[src/rtl/dcs_pkg.sv]
package dcs_pkg;
  typedef enum logic [2:0] {
    ST_COLLECT, ST_CLEAR, ST_SETUP, ST_HIGH, ST_LOW, ST_HOLD, ST_RECOVER
  } dcs_state_e;

  localparam logic [3:0] SLEEP_ADDR = 4'b1110;

  function automatic int imax(input int a, input int b);
    return (a > b) ? a : b;
  endfunction
endpackage

[src/rtl/dcs_word_buf.sv]
module dcs_word_buf #(
  parameter int NDEV   = 3,
  parameter int WORD_W = 16
) (
  input  logic              clk,
  input  logic              rst_n,
  input  logic              load,
  input  logic [WORD_W-1:0] word_in,
  input  logic              sleep_sel,
  input  logic              shift,
  output logic              ser_bit
);
  localparam int TOT = NDEV * WORD_W;
  localparam logic [WORD_W-1:0] SLEEP_WORD = {dcs_pkg::SLEEP_ADDR, {(WORD_W-4){1'b0}}};

  logic [TOT-1:0]    sr;
  logic [WORD_W-1:0] word_eff;

  assign word_eff = sleep_sel ? SLEEP_WORD : word_in;
  assign ser_bit  = sr[TOT-1];

  generate
    if (NDEV == 1) begin : g_single
      always_ff @(posedge clk) begin
        if (!rst_n)     sr <= '0;
        else if (load)  sr <= word_eff;
        else if (shift) sr <= {sr[TOT-2:0], 1'b0};
      end
    end else begin : g_multi
      always_ff @(posedge clk) begin
        if (!rst_n)     sr <= '0;
        else if (load)  sr <= {sr[TOT-WORD_W-1:0], word_eff};
        else if (shift) sr <= {sr[TOT-2:0], 1'b0};
      end
    end
  endgenerate
endmodule

[src/rtl/dcs_seq.sv]
module dcs_seq
  import dcs_pkg::*;
#(
  parameter int NDEV    = 3,
  parameter int NBITS   = 48,
  parameter int IW      = 2,
  parameter int T_SETUP = 3,
  parameter int T_HI    = 2,
  parameter int T_LO    = 2,
  parameter int T_HOLD  = 2,
  parameter int T_CSHI  = 3,
  parameter int T_CLR   = 4
) (
  input  logic          clk,
  input  logic          rst_n,
  input  logic          s_valid,
  input  logic          clr_req,
  output logic          s_ready,
  output logic          load,
  output logic          shift,
  output logic [IW-1:0] widx,
  output logic          sck,
  output logic          csn,
  output logic          busy,
  output logic          clr_n
);
  localparam int TMAX = imax(imax(imax(T_SETUP, T_HI), imax(T_LO, T_HOLD)),
                             imax(imax(T_CSHI, T_CLR), 1));
  localparam int TW   = $clog2(TMAX + 1);
  localparam int BW   = $clog2(NBITS + 1);

  dcs_state_e    state, state_n;
  logic [TW-1:0] tmr, tmr_n;
  logic [BW-1:0] bits, bits_n;
  logic [IW-1:0] widx_n;
  logic          accept;

  assign s_ready = (state == ST_COLLECT) && !clr_req;
  assign accept  = s_valid && s_ready;
  assign load    = accept;
  assign shift   = (state == ST_HIGH) && (tmr == '0) && (bits != BW'(NBITS - 1));

  always_comb begin
    state_n = state;
    tmr_n   = tmr;
    bits_n  = bits;
    widx_n  = widx;
    case (state)
      ST_COLLECT: begin
        if (clr_req) begin
          state_n = ST_CLEAR;
          tmr_n   = TW'(T_CLR - 1);
        end else if (accept) begin
          if (widx == IW'(NDEV - 1)) begin
            widx_n  = '0;
            state_n = ST_SETUP;
            tmr_n   = TW'(T_SETUP - 1);
          end else begin
            widx_n = widx + 1'b1;
          end
        end
      end
      default: begin
        if (tmr != '0) begin
          tmr_n = tmr - 1'b1;
        end else begin
          case (state)
            ST_CLEAR: state_n = ST_COLLECT;
            ST_SETUP: begin
              state_n = ST_HIGH;
              tmr_n   = TW'(T_HI - 1);
              bits_n  = '0;
            end
            ST_HIGH: begin
              if (bits == BW'(NBITS - 1)) begin
                state_n = ST_HOLD;
                tmr_n   = TW'(T_HOLD - 1);
              end else begin
                state_n = ST_LOW;
                tmr_n   = TW'(T_LO - 1);
                bits_n  = bits + 1'b1;
              end
            end
            ST_LOW: begin
              state_n = ST_HIGH;
              tmr_n   = TW'(T_HI - 1);
            end
            ST_HOLD: begin
              state_n = ST_RECOVER;
              tmr_n   = TW'(T_CSHI - 1);
            end
            default: state_n = ST_COLLECT;
          endcase
        end
      end
    endcase
  end

  always_ff @(posedge clk) begin
    if (!rst_n) begin
      state <= ST_COLLECT;
      tmr   <= '0;
      bits  <= '0;
      widx  <= '0;
      sck   <= 1'b0;
      csn   <= 1'b1;
      busy  <= 1'b0;
      clr_n <= 1'b1;
    end else begin
      state <= state_n;
      tmr   <= tmr_n;
      bits  <= bits_n;
      widx  <= widx_n;
      sck   <= (state_n == ST_HIGH);
      csn   <= !((state_n == ST_SETUP) || (state_n == ST_HIGH) ||
                 (state_n == ST_LOW)   || (state_n == ST_HOLD));
      busy  <= (state_n != ST_COLLECT) && (state_n != ST_CLEAR);
      clr_n <= (state_n != ST_CLEAR);
    end
  end
endmodule

[src/rtl/dac_chain_ser.sv]
module dac_chain_ser #(
  parameter int NDEV    = 3,
  parameter int WORD_W  = 16,
  parameter int T_SETUP = 3,
  parameter int T_HI    = 2,
  parameter int T_LO    = 2,
  parameter int T_HOLD  = 2,
  parameter int T_CSHI  = 3,
  parameter int T_CLR   = 4
) (
  input  logic              clk,
  input  logic              rst_n,
  input  logic              s_valid,
  output logic              s_ready,
  input  logic [WORD_W-1:0] s_data,
  input  logic [NDEV-1:0]   sleep_mask,
  input  logic              clr_req,
  output logic              busy,
  output logic              dac_sck,
  output logic              dac_din,
  output logic              dac_csn,
  output logic              dac_clr_n
);
  localparam int NBITS = NDEV * WORD_W;
  localparam int IW    = (NDEV > 1) ? $clog2(NDEV) : 1;

  logic          load, shift, sleep_sel;
  logic [IW-1:0] widx;
  logic [NDEV-1:0] mask_by_order;

  // Word k of a frame travels to device NDEV-1-k.
  for (genvar k = 0; k < NDEV; k++) begin : g_order
    assign mask_by_order[k] = sleep_mask[NDEV-1-k];
  end
  assign sleep_sel = mask_by_order[widx];

  dcs_seq #(
    .NDEV(NDEV), .NBITS(NBITS), .IW(IW),
    .T_SETUP(T_SETUP), .T_HI(T_HI), .T_LO(T_LO),
    .T_HOLD(T_HOLD), .T_CSHI(T_CSHI), .T_CLR(T_CLR)
  ) u_seq (
    .clk(clk), .rst_n(rst_n), .s_valid(s_valid), .clr_req(clr_req),
    .s_ready(s_ready), .load(load), .shift(shift), .widx(widx),
    .sck(dac_sck), .csn(dac_csn), .busy(busy), .clr_n(dac_clr_n)
  );

  dcs_word_buf #(.NDEV(NDEV), .WORD_W(WORD_W)) u_buf (
    .clk(clk), .rst_n(rst_n), .load(load), .word_in(s_data),
    .sleep_sel(sleep_sel), .shift(shift), .ser_bit(dac_din)
  );
endmodule

[config.mk]
export PLATFORM = sky130hd
export DESIGN_NAME = dac_chain_ser
export DESIGN_NICKNAME = d
export VERILOG_FILES = /design/src/rtl/dcs_pkg.sv /design/src/rtl/dcs_word_buf.sv /design/src/rtl/dcs_seq.sv /design/src/rtl/dac_chain_ser.sv
export SDC_FILE = /design/constraint.sdc
export NUM_CORES = 1
export LEC_CHECK = 0
export BUFFER_PORTS_ARGS = -buffer_cell sky130_fd_sc_hd__buf_2
export CAP_MARGIN = 15
export CORE_ASPECT_RATIO = 0.5
export CORE_MARGIN = 4
export CORE_UTILIZATION = 45
export CTS_CLUSTER_DIAMETER = 30
export DETAILED_ROUTE_END_ITERATION = 10
export GPL_TIMING_DRIVEN = 0
export PLACE_DENSITY = 0.66
export SYNTH_ARGS = -nofsm -noshare
export SYNTH_HDL_FRONTEND = slang
export SYNTH_SLANG_ARGS = --single-unit
[constraint.sdc]
create_clock -name clk -period 1.9 [get_ports clk]
set_clock_uncertainty 0.2 [all_clocks]
set_input_delay 0 -clock clk [delete_from_list [all_inputs] [get_ports clk]]
set_output_delay 0 -clock clk [all_outputs]
set_load 0.02 [all_outputs]
### Yosys cells after proc, flatten, opt, wreduce, memory -nomap -nowiden

Cells that the tools add are included.

* flip-flop bits (word level): 66
* bits of input ports: 23

* $add $sub $neg: 3
* order comparisons: 1
* equal/unequal tests: 15
* muxes and demuxes: 21
* bitwise gates (word level): 3
* reductions and logical operators: 22

Operators with widths (number)
* $mux W48: 2
* $mux W3: 10
* $mux W16: 1
* $eq A3 B2 Y1 const B: 4
* $eq A3 B3 Y1 const B: 4
* $pmux W6 S2: 1
* $pmux W3 S3: 1
* $add A6 B1 Y6 const B: 1
* $eq A6 B6 Y1 const B: 1
* $logic_not A3 Y1: 2
* $mux W6: 1
* $ne A3 B3 Y1 const B: 2
* $ne A6 B6 Y1 const B: 1
* $pmux W3 S2: 1
* $reduce_and A3 Y1: 2
* $reduce_bool A3 Y1: 2
* $logic_and A1 B1 Y1: 5
* $reduce_and A4 Y1: 1
* $reduce_bool A2 Y1: 2
* $reduce_bool A4 Y1: 1
* $logic_or A1 B1 Y1: 3
* $lt A2 B3 Y1 const B: 1
* $ne A3 B1 Y1 const B: 1
* $not A1 Y1: 3
* 10 further kinds: 12

### Depth between registers and ports, before layout

* word-level depth: 11
* depth in mapped cells: 8
* mapped depth without buffers: 7

### Modules after synthesis

From an unflattened synthesis, not the netlist that was laid out.

* cell total of the unflattened synthesis: 339
* area, all modules: 3208.1 µm²

By module, submodules not included
* dcs_word_buf: instances 1, cells an instance 225, area an instance 2199.6 µm²
* dcs_seq: instances 1, cells an instance 111, area an instance 988.4 µm²
* dac_chain_ser: instances 1, cells an instance 3, area an instance 20.0 µm²

### Least setup slack after synthesis

No wires, ideal clock.

* path kind: flip-flop to flip-flop
* start point: register u_seq.state[1]
* end point: register u_seq.tmr[1]
* setup time: 130 ps
* arrival: 1843 ps
* data required time: 1570 ps
* path slack: -274 ps
* cell stages (with the launch flop): 6
* path buffers: 1
* clock period less this slack: 2174 ps
* path through: dfxtp_1 > buf_1 > nor4_1 > a32oi_1 > o21ai_0 > a21oi_1

* word-level cells in the longest chain between the ends: 5
* elaborated cells on any way between the ends: 15
* those cells by class: 6 x eq/ne; 3 x mux; 6 x reduce/logical

Ends and longest elaborated chain
* start, declared: line dcs_seq.sv:32 `dcs_state_e state, state_n;`
* start signal, assigned: line dcs_seq.sv:110 `state <= state_n;`
* $logic_not A3 Y1: line dcs_seq.sv:38 `assign s_ready = (state == ST_COLLECT) && !clr_req;`
* $logic_and A1 B1 Y1: line dcs_seq.sv:38
* named net s_ready: line dac_chain_ser.sv:14 `output logic s_ready,`
* $logic_and A1 B1 Y1: line dcs_seq.sv:39 `assign accept = s_valid && s_ready;`
* $ne A3 B3 Y1 (no line)
* $reduce_and A3 Y1 (no line)
* end signal, assigned: line dcs_seq.sv:111 `tmr <= tmr_n;`
* end, declared: line dcs_seq.sv:33 `logic [TW-1:0] tmr, tmr_n;`

The timed path passes the listed nets, and every way through them passes these cells. The select of a mux whose other input is x is not followed.
A chain may end at the register's enable or synchronous reset.

### Worst setup path after layout

* start point: register u_seq.state[0]
* end point: register u_buf.sr[3]

* word-level cells in the longest chain between the ends: 4
* elaborated cells on any way between the ends: 8
* those cells by class: 1 x eq/ne; 1 x mux; 6 x reduce/logical

Ends and longest elaborated chain
* $eq A3 B2 Y1 / $logic_not A3 Y1 (equally long branches): line dcs_seq.sv:41, dcs_seq.sv:38
* $logic_and A1 B1 Y1, on equally long branches: line dcs_seq.sv:41, dcs_seq.sv:38
* $logic_and A1 B1 Y1, on equally long branches: line dcs_seq.sv:41, dcs_seq.sv:39
* $reduce_bool A2 Y1 (no line) / $mux W48 (equally long branches)
* end signal, assigned: line dcs_word_buf.sv:32 `else if (load) sr <= {sr[TOT-WORD_W-1:0], word_eff};`
* end signal, assigned: line dcs_word_buf.sv:33 `else if (shift) sr <= {sr[TOT-2:0], 1'b0};`
* end, declared: line dcs_word_buf.sv:16 `logic [TOT-1:0] sr;`

Parallel ways exist; a longest one is shown, timed or not.

==> metrics.md <==
| Metric | Value |
|---|---|
| Worst r2r dst | u_buf.sr[3] |
| Peak VDD IR | 0.555 mV |
| Count of buffers from port buffering | 27 |
| Period utilization | 107% |
| Outcome | finished with violations |
| Later-pin clock latency in the skew report | 0.33 ns |
| Synth area leader | dfxtp_1 |
| # Max-Cap Violations | 0 |
| Crit path from | u_seq.state[0] |
| Post-synth EDFFs | 0 |
| Initial cell density of the core | 48.2% |
| Synthesized area per cell | 8.43 sq um |
| Core Util, Final | 70.8% |
| Final Max Slew Viols | 0 |
| Avg WL per Cell | 16.4 um |
| Fmax | 0.493 GHz |
| Vias per inst | 5.78 |
| R2R depth | 6 |
| Row count | 20 |
| Pwr Total | 3.75 mW |
| Area occupied by multi-input gates | 1810 sq um |
| Synth Warn # | 0 |
| CP max FO | 6 |
| Via count | 3131 |
| Core Area | 6310 sq um |
| Largest net degree at the start of global routing | 11 |
| Synth Flop Type | dfxtp_1 |
| Failing checks | setup timing |
| Clk sinks | 66 |
| Top post-synthesis cells by count | 66 x dfxtp_1, 59 x nand2_1, 31 x o21ai_0 |
| Die area | 8220 sq um |
| Cell variety after synth | 53 |
| Most frequently used cell type in the post-synthesis netlist | dfxtp_1 |
| Worst setup margin | -0.129 ns |
| Detailed-placement wirelength estimate | 5300 um |
| Initial antenna violation count | 0 |
| Final net count | 477 |
| Reg2Reg Launch Point | u_seq.state[0] |
| Drt total wl | 8880 um |
| Ports | 29 |
| First-pass GRT wire length | 13800 um |
| Syn_nets | 389 |
| End of the critical path | u_buf.sr[3] |
| Clock Tree Buf Depth | 2 |
| Htree depth | 3 |
| CTS buffer count | 9 |
| TNS Setup | -1.94 ns |
| Cell Pwr Density | 840 nW/um^2 |
| Setup WS pre-CTS | -0.295 ns |
| Final Hold Viols | 0 |
| Routability cong. | 0.858 |
| Horiz. Die Dim | 124 um |
| Static leakage | 1.85 nW |
| Worst hold path class | primary input to flip-flop |
| Vias in the first global route | 2896 |
| Critical path arrival | 2.10 ns |
| Total GRT Usage | 20.7% |
| Root Driver | clkbuf_16 |
| Mapped cell area | 3040 sq um |
| Crit path launch type | flip-flop |
| Async set or reset register ratio after synthesis | 0% |
| DRC Markers | 0 |
| Antenna viol nets, final | 0 |
| Top cells by area, synth | dfxtp_1 43%, nand2_1 7.3%, o21ai_0 5.1%, mux2i_1 4.6%, a31oi_1 4.3% |
| Worst EP required | 1.97 ns |
| Post-Syn Instances | 361 |
| FF-to-FF setup slack | -0.13 ns |
| Clock slew at reported path FFs | 0.05 ns |
| Drt initial violations | 384 |
| Seq cells post-synth | 66 |
| Worst slew pin tran | 0.708 ns |
| Final Critical Period | 2.03 ns |
| Crit path kind | flip-flop to flip-flop |
| Fillcell total | 460 |
| Setup Viol. Count Final | 27 |
| Register area | 1340 sq um |
| CTS tree | yes |
| Slew HR | 52.8% |
| Post-synth top area share | 43.4% |
| Total global routing overflow | 0 |
| Area delta synth->final | 46.8% |
| RSZ-0062 raised after global routing | yes |
| Layout cell share with drive strength beyond 1 | 32.4% |
| First-pass iteration count of the detailed router | 5 |
| CP endpoint kind | flip-flop |
| Worst hold stages | 3 |
| Antenna diodes | 0 |
| Register area share after synthesis | 43.4% |
| Die H | 66.1 um |
==> report_power, final <==
| part | switching [mW] | total, mW | internal (mW) | leakage, nW |
|---|---|---|---|---|
| clock | 0.567 | 1.65 | 1.09 | 0.147 |
| combinational | 0.298 | 0.597 | 0.300 | 1.16 |
| sequential | 0.0475 | 1.50 | 1.45 | 0.541 |
==> logic make-up after synthesis <==
group | count (synthesis) | synth area share [%]
XOR/XNOR | 2 | 0.576
buffers and inverters | 35 | 5.14
AND/OR/NAND/NOR | 135 | 21.6
AO/OA/AOI/OAI | 103 | 22.2
multiplexers | 15 | 4.98
flip-flops | 66 | 43.4
adder cells (fa/ha/maj) | 5 | 2.06
==> how the worst min path moves through the flow <==
| stage | from | endpoint |
|---|---|---|
| 5_1_grt | clr_req | u_seq.tmr[1] |
| 2_1_floorplan | clr_req | s_ready |
| 3_5_place_dp | s_data[0] | u_buf.sr[0] |
| 3_3_place_gp | s_data[0] | u_buf.sr[0] |
| 6_report | rst_n | u_seq.busy |
| 4_1_cts | clr_req | u_seq.tmr[0] |
==> critical path: stages (launching register included) <==
cell	delay, ns
dfxtp_4	0.35
or3_4	0.42
or2_0	0.23
buf_6	0.15
nor3_4	0.31
buf_4	0.19
a211o_1	0.12
==> flip-flops by register name, indices dropped and copies added, names as in the netlist, 2 cells and up <==
signal	cells
u_seq.state	3
u_seq.tmr	3
u_seq.bits	6
u_seq.widx	2
u_buf.sr	48
==> repair_timing <==
item / in CTS / in global routing
setup buffers: 17 / 11
hold buffers: 18 / 0
hold endpoints to repair: 20 / 0
setup endpoints to repair: 60 / 64
cloned: 0 / 5
pin swaps: 9 / 22
gates resized for setup: 55 / 75
==> placed cells by master (no fill, tap or decap), types with 3 or more instances in the layout <==
cell type,n
nor2_1,17
a21oi_1,5
nor3_2,5
buf_4,28
o22ai_1,12
a211o_1,11
dlygate4sd3_1,18
clkbuf_16,12
buf_2,29
ha_4,3
o21ai_1,13
nand2b_1,5
inv_2,3
nor3_1,16
mux2i_1,13
a31oi_1,21
dfxtp_1,59
buf_6,16
nand2_1,59
nand3b_1,5
o21ai_0,8
clkbuf_1,9
o21ai_2,9
nor2b_1,3
dfxtp_2,5
==> stage by stage <==
stage	hold WS [ns]	area (sq um)	std cells
CTS	0.0123	4060	527
finish	0.0711	4460	542
floorplan	-0.148	3090	361
global route	0.108	4460	542
detailed placement	0.00892	3330	476
global placement	-0.00686	3330	476
==> per-layer routing <==
layer,routed length (um),track usage [%]
met1,4170,26.5
met2,4020,33.2
met3,537,5.81
met4,152,8.61
met5,0,0
==> layout make-up <==
type	instances	share of cell area [%]
multi-input combinational	260	40.5
tap	88	2.47
clock inverter	2	0.785
inverter	6	0.504
clock buffer	14	5.91
timing repair buffer	78	14.1
buffer	28	5.83
sequential	66	29.9
Power figures use the tool's default switching activity.
